### src/rtl/ldt_pkg.sv
package ldt_pkg;
  localparam int unsigned SEL_W  = 2;
  localparam int unsigned N_FAST = 1 << SEL_W;

  typedef enum logic [1:0] {
    RPT_DOWN = 2'd0,
    RPT_UP   = 2'd1,
    RPT_WAIT = 2'd2
  } rpt_state_e;
endpackage

### src/rtl/ldt_ms_tick.sv
module ldt_ms_tick #(
  parameter int unsigned CLK_PER_MS = 125000
) (
  input  logic clk_i,
  input  logic rst_ni,
  input  logic clear_i,
  input  logic run_i,
  output logic tick_o
);
  localparam int unsigned PRE_W = (CLK_PER_MS > 1) ? $clog2(CLK_PER_MS) : 1;
  localparam logic [PRE_W-1:0] PRE_LAST = PRE_W'(CLK_PER_MS - 1);

  logic [PRE_W-1:0] pre_q;

  always_ff @(posedge clk_i or negedge rst_ni) begin
    if (!rst_ni) begin
      pre_q <= '0;
    end else if (clear_i) begin
      pre_q <= '0;
    end else if (run_i) begin
      pre_q <= (pre_q == PRE_LAST) ? '0 : pre_q + 1'b1;
    end
  end

  assign tick_o = run_i && !clear_i && (pre_q == PRE_LAST);
endmodule

### src/rtl/ldt_delay_sel.sv
module ldt_delay_sel
  import ldt_pkg::*;
#(
  parameter int unsigned STD_MS          = 750,
  parameter int unsigned FAST_MS [N_FAST] = '{0, 10, 20, 40},
  parameter int unsigned MS_W            = 10
) (
  input  logic             clk_i,
  input  logic             rst_ni,
  input  logic             load_i,
  input  logic             fast_en_i,
  input  logic [SEL_W-1:0] fast_sel_i,
  output logic             next_zero_o,
  output logic [MS_W-1:0]  held_ms_o
);
  logic [MS_W-1:0] fast_tab [N_FAST];
  logic [MS_W-1:0] next_ms;
  logic [MS_W-1:0] held_q;

  for (genvar g = 0; g < N_FAST; g++) begin : g_tab
    assign fast_tab[g] = MS_W'(FAST_MS[g]);
  end

  assign next_ms     = fast_en_i ? fast_tab[fast_sel_i] : MS_W'(STD_MS);
  assign next_zero_o = (next_ms == '0);

  // target is frozen for the whole failure
  always_ff @(posedge clk_i or negedge rst_ni) begin
    if (!rst_ni)     held_q <= MS_W'(STD_MS);
    else if (load_i) held_q <= next_ms;
  end

  assign held_ms_o = held_q;
endmodule

### src/rtl/ldt_ms_count.sv
module ldt_ms_count #(
  parameter int unsigned MS_W = 10
) (
  input  logic            clk_i,
  input  logic            rst_ni,
  input  logic            clear_i,
  input  logic            tick_i,
  input  logic [MS_W-1:0] target_i,
  output logic            expire_o
);
  logic [MS_W-1:0] cnt_q;

  always_ff @(posedge clk_i or negedge rst_ni) begin
    if (!rst_ni)      cnt_q <= '0;
    else if (clear_i) cnt_q <= '0;
    else if (tick_i)  cnt_q <= cnt_q + 1'b1;
  end

  // last tick of the window
  assign expire_o = tick_i && (cnt_q == target_i - MS_W'(1));
endmodule

### src/rtl/link_down_timer.sv
module link_down_timer
  import ldt_pkg::*;
#(
  parameter int unsigned CLK_PER_MS       = 125000,
  parameter int unsigned STD_MS           = 750,
  parameter int unsigned FAST_MS [N_FAST] = '{0, 10, 20, 40}
) (
  input  logic             clk_i,
  input  logic             rst_ni,
  input  logic             raw_link_ok_i,
  input  logic             fast_en_i,
  input  logic [SEL_W-1:0] fast_sel_i,
  output logic             link_up_o
);
  localparam int unsigned MS_W = $clog2(STD_MS + FAST_MS[N_FAST-1] + 1);

  rpt_state_e      state_q, state_d;
  logic            load;
  logic            next_zero;
  logic [MS_W-1:0] held_ms;
  logic            tick;
  logic            expire;

  ldt_delay_sel #(
    .STD_MS (STD_MS),
    .FAST_MS(FAST_MS),
    .MS_W   (MS_W)
  ) u_sel (
    .clk_i      (clk_i),
    .rst_ni     (rst_ni),
    .load_i     (load),
    .fast_en_i  (fast_en_i),
    .fast_sel_i (fast_sel_i),
    .next_zero_o(next_zero),
    .held_ms_o  (held_ms)
  );

  ldt_ms_tick #(
    .CLK_PER_MS(CLK_PER_MS)
  ) u_tick (
    .clk_i  (clk_i),
    .rst_ni (rst_ni),
    .clear_i(load),
    .run_i  (state_q == RPT_WAIT),
    .tick_o (tick)
  );

  ldt_ms_count #(
    .MS_W(MS_W)
  ) u_cnt (
    .clk_i   (clk_i),
    .rst_ni  (rst_ni),
    .clear_i (load),
    .tick_i  (tick),
    .target_i(held_ms),
    .expire_o(expire)
  );

  always_comb begin
    state_d = state_q;
    load    = 1'b0;
    unique case (state_q)
      RPT_DOWN: if (raw_link_ok_i) state_d = RPT_UP;
      RPT_UP: begin
        if (!raw_link_ok_i) begin
          load    = 1'b1;
          state_d = next_zero ? RPT_DOWN : RPT_WAIT;
        end
      end
      RPT_WAIT: begin
        if (raw_link_ok_i) state_d = RPT_UP;
        else if (expire)   state_d = RPT_DOWN;
      end
      default: state_d = RPT_DOWN;
    endcase
  end

  always_ff @(posedge clk_i or negedge rst_ni) begin
    if (!rst_ni) state_q <= RPT_DOWN;
    else         state_q <= state_d;
  end

  assign link_up_o = (state_q != RPT_DOWN);
endmodule

### config.mk
export PLATFORM = sky130hd
export DESIGN_NAME = link_down_timer
export DESIGN_NICKNAME = d
export VERILOG_FILES = /design/src/rtl/ldt_pkg.sv /design/src/rtl/ldt_ms_tick.sv /design/src/rtl/ldt_delay_sel.sv /design/src/rtl/ldt_ms_count.sv /design/src/rtl/link_down_timer.sv
export SDC_FILE = /design/constraint.sdc
export NUM_CORES = 1
export LEC_CHECK = 0
export BUFFER_PORTS_ARGS = -buffer_cell sky130_fd_sc_hd__buf_2
export CAP_MARGIN = 25
export CELL_PAD_IN_SITES_DETAIL_PLACEMENT = 1
export CELL_PAD_IN_SITES_GLOBAL_PLACEMENT = 1
export CORE_ASPECT_RATIO = 0.6
export CORE_MARGIN = 5
export CORE_UTILIZATION = 41
export DETAILED_ROUTE_END_ITERATION = 7
export GPL_ROUTABILITY_DRIVEN = 0
export HOLD_SLACK_MARGIN = 0.08
export PLACE_DENSITY = 0.75
export SETUP_SLACK_MARGIN = 0.5
export SLEW_MARGIN = 30
export SYNTH_ARGS = -nofsm -noshare
export SYNTH_HDL_FRONTEND = slang
export SYNTH_SLANG_ARGS = --single-unit
### constraint.sdc
create_clock -name clk_i -period 2.1 [get_ports clk_i]
set_clock_uncertainty 0.05 [all_clocks]
set_input_delay 0.21 -clock clk_i [delete_from_list [all_inputs] [get_ports clk_i]]
set_output_delay 0.21 -clock clk_i [all_outputs]
set_load 0.03 [all_outputs]
==> reports/results.tsv <==
stage	metric	value	unit
run_status	run_status	finished clean	
min_path	holdPathStages	2	
sta	max_clock_freq	0.489	GHz
global_route	grt_pass1_vias	1994	
worst_setup_path	worst-endpoint-arrival	2.18	ns
worst_setup_path	endpoint_kind	flop	
final_layout	most-common-layout-cells	sky130_fd_sc_hd__dfrtp_1, sky130_fd_sc_hd__nand2_1, sky130_fd_sc_hd__nor2_1, sky130_fd_sc_hd__buf_4, sky130_fd_sc_hd__a21oi_1	
floorplan	row_count	20	
drt	num_vias	1937	
logic_synthesis	synth.ff_latch_count	35	
worst_setup_path	crit_buf_inv	2	
floorplan	die_x	103	microns
sta	final-setup-viol-count	0	
clock_network	cts_num_sinks	35	
drt	drt-vias-per-instance	5.87	
logic_synthesis	netlist_top_cells_area	sky130_fd_sc_hd__dfrtp_1, sky130_fd_sc_hd__dfstp_2, sky130_fd_sc_hd__o21ai_0, sky130_fd_sc_hd__xor2_1, sky130_fd_sc_hd__a21oi_1	
power_and_ir_drop	power.leakage	1.15	nW
worst_setup_path	ff2ff_path_depth	7	
sta	final.hold.worst_slack	0.0751	ns
power_and_ir_drop	combPwrFrac	20.7	%
drt	antenna_violating_nets_post_route	0	
place	placedCellCount	303	
floorplan	design.core.area	5030	sq um
worst_setup_path	path_common_cell	sky130_fd_sc_hd__buf_6	
global_route	global_route.usage.total	21.1	%
clock_network	htree_num_levels	2	
global_route	wire_length_of_the_first_global_routing_pass	10.8	mm
logic_synthesis	ys_dominant_reg_cell	sky130_fd_sc_hd__dfrtp_1	
logic_synthesis	seq_area_frac_synth	41.7	%
drt	detail_route.drc_violations	0	
final_layout	layout.cell_area.non_filler	2620	sq um
worst_setup_path	critPathKind	flop to flop	
worst_setup_path	crit_path_cell_trace	or4_4 -> nor4_4 -> nand2b_4 -> buf_6 -> buf_6 -> nor3_1 -> a21o_1	
final_layout	finish.net_count	272	
sta	post-route-min-period	2.04	ns
clock_network	clock_latency	0.30	ns
sta	hold_viol	0	
drt	routed_wire_length	6.64	mm
sta	fraction_of_the_cycle_the_final_worst_path_needs	97.3	%
worst_setup_path	worst_path_largest_cell_delay	0.54	ns
power_and_ir_drop	power_density	655	nW/um^2
logic_synthesis	asyncSetResetFlopFracSynth	100	%
sta	worstMarginPinSlew	0.830	ns
power_and_ir_drop	p_seq_share	46.4	%
place	place_hpwl	4.00	mm
sta	slew_limit_fails	0	
floorplan	dieArea	6740	sq um
logic_synthesis	cell_variety_after_synth	55	
logic_synthesis	netlist_instances	232	
worst_setup_path	path_depth	7	
final_layout	layout_commonest_cell	sky130_fd_sc_hd__dfrtp_1	
min_path	worstHoldPathType	input port to flop	
final_layout	fraction_of_layout_cells_with_a_size_suffix_above_1	28.4	%
final_layout	final_cells	330	
worst_setup_path	startpoint_type	flop	
power_and_ir_drop	p_int	0.00119	W
global_route	number_of_antenna_violations_at_the_first_check_in_global_routing	0	
power_and_ir_drop	irDropWorstVdd	0.000458	V
power_and_ir_drop	pwr-share-clk	32.8	%
clock_network	cts-buffers-inserted	5	
worst_setup_path	critical_path_peak_fanout	4	
floorplan	die_h	65.6	microns
flow_run	maxcap_violations	0	
logic_synthesis	average_size_of_a_mapped_cell	9.12	sq um
logic_synthesis	yosys.area.top_type_share	35.5	%
drt	drtIter0Drc	102	
logic_synthesis	number_of_nets_produced_by_synthesis	241	
power_and_ir_drop	total_power	0.00172	W
sta	unrepaired_setup_endpoints_after_global_routing	true	
global_route	global_route.overflow_total	0	
place	placement.io_buffers	6	
worst_setup_path	critPathSlowestCell	sky130_fd_sc_hd__or4_4	
place	postPlaceCellArea	2260	sq um
worst_setup_path	cpLargestDelayFamily	simple AND/OR/NAND/NOR gates	
worst_setup_path	required	2.24	ns
clock_network	clk_transition_reported_paths	0.08	ns
clock_network	cts.path.max_buffers	2	
power_and_ir_drop	total_switching_power	0.000528	W
logic_synthesis	synthesis.yosys.warnings	0	
logic_synthesis	netlist_area	2120	sq um
floorplan	floorplan.io_pins	7	
drt	detailedRoute.firstPassIterationCount	4	
clock_network	clock_tree.root_cell	sky130_fd_sc_hd__clkbuf_8	
power_and_ir_drop	power.share.switching	30.8	%
floorplan	initial_core_util	42.1	%
sta	max-slew-margin-rel	44.7	%
drt	detail_routed_net_length_per_standard_cell	20.1	microns
final_layout	area_growth_syn_to_layout	23.8	%
clock_network	tritoncts	done	
final_layout	antenna_cells_inserted	0	
logic_synthesis	post-synth-top-area-cell	sky130_fd_sc_hd__dfrtp_1	
global_route	maximum_number_of_pins_on_one_net_before_global_route_repair	36	
logic_synthesis	synth_edf_count	0	
## synth_stat cells (4+ instances only)
cell and instances:
sky130_fd_sc_hd__xnor2_1 4, sky130_fd_sc_hd__nand4_1 9, sky130_fd_sc_hd__dfstp_2 5, sky130_fd_sc_hd__a21o_1 5, sky130_fd_sc_hd__o21ai_0 16, sky130_fd_sc_hd__dfrtp_1 30
sky130_fd_sc_hd__xor2_1 9, sky130_fd_sc_hd__nand3_1 8, sky130_fd_sc_hd__nor3_1 10, sky130_fd_sc_hd__a22o_1 4, sky130_fd_sc_hd__or3_1 4, sky130_fd_sc_hd__inv_1 10
sky130_fd_sc_hd__and3_1 7, sky130_fd_sc_hd__nand2_1 20, sky130_fd_sc_hd__nor2_1 16, sky130_fd_sc_hd__a21oi_1 15, sky130_fd_sc_hd__nand2b_1 6
## power groups by stage
stage,combinational (W),sequential [W],clock [W]
after global placement,0.000231,0.000807,0
final,0.000356,0.000797,0.000563
after CTS,0.000299,0.000794,0.000569
after detailed placement,0.000239,0.000810,0
after floorplan,0.000177,0.000791,0
after global routing,0.000389,0.000806,0.000609
## area by class of cell
type | instances | area [sq um]
Fill cell | 574 | 2410
Multi-Input combinational cell | 179 | 1240
Sequential cell | 35 | 882
Timing Repair Buffer | 32 | 275
Clock buffer | 8 | 100
Tap cell | 66 | 82.6
Inverter | 10 | 37.5
## path summary, 6_finish.rpt
kind	from	end	slack [ns]
setup / recovery	u_tick.pre_q[8]	u_tick.pre_q[13]	0.06
hold / removal	fast_en_i	u_sel.held_ms_o[5]	0.08
setup reg to reg	u_tick.pre_q[8]	u_tick.pre_q[13]	0.06
hold reg to reg	u_sel.held_ms_o[7]	u_sel.held_ms_o[7]	0.46
max in group asynchronous	rst_ni	u_cnt.cnt_q[7]	0.98
min in group asynchronous	rst_ni	u_tick.pre_q[14]	0.50
## cell families after synthesis
group                    synth area share (%)
AO/OA/AOI/OAI                            16.1
XOR/XNOR                                 5.38
adder cells (fa/ha/maj)                  1.77
buffers and inverters                    4.55
flip-flops                               41.7
multiplexers                            0.946
AND/OR/NAND/NOR                          29.5
## sequential cells by signal, summed over array words and instances (netlist names)
name and flops:
u_cnt.cnt_q 10, u_sel.held_ms_o 6, state_q 2, u_tick.pre_q 17
## per-stage QoR
step	setup WS (ns)	setup TNS, ns	util, %
floorplan	0.241	0	-
CTS	0.129	0	50.3
finish	0.0566	0	52.1
global placement	0.130	0	44.9
global route	-0.0149	-0.0169	52.1
detailed placement	0.0943	0	44.9
## timing repair
action | CTS | global route
setup buffers | 13 | 4
hold buffers | 1 | 0
hold endpoints to repair | 30 | 0
gates cloned | 1 | 0
resized for setup | 16 | 17
endpoints found under the setup margin | 27 | 27
pin swaps | 10 | 5
## layer usage
layer  up-vias  share of wire [%]  track usage, %  routed length (microns)
met5         -                  0               0                        0
met4         0                2.0            4.52                      131
met3        13                4.0            3.92                      268
met2        47                 44            31.5                     2900
met1       975                 50            31.7                     3330
li1        902                  -               -                        -
No activity file was read; power rests on OpenSTA's default activity.
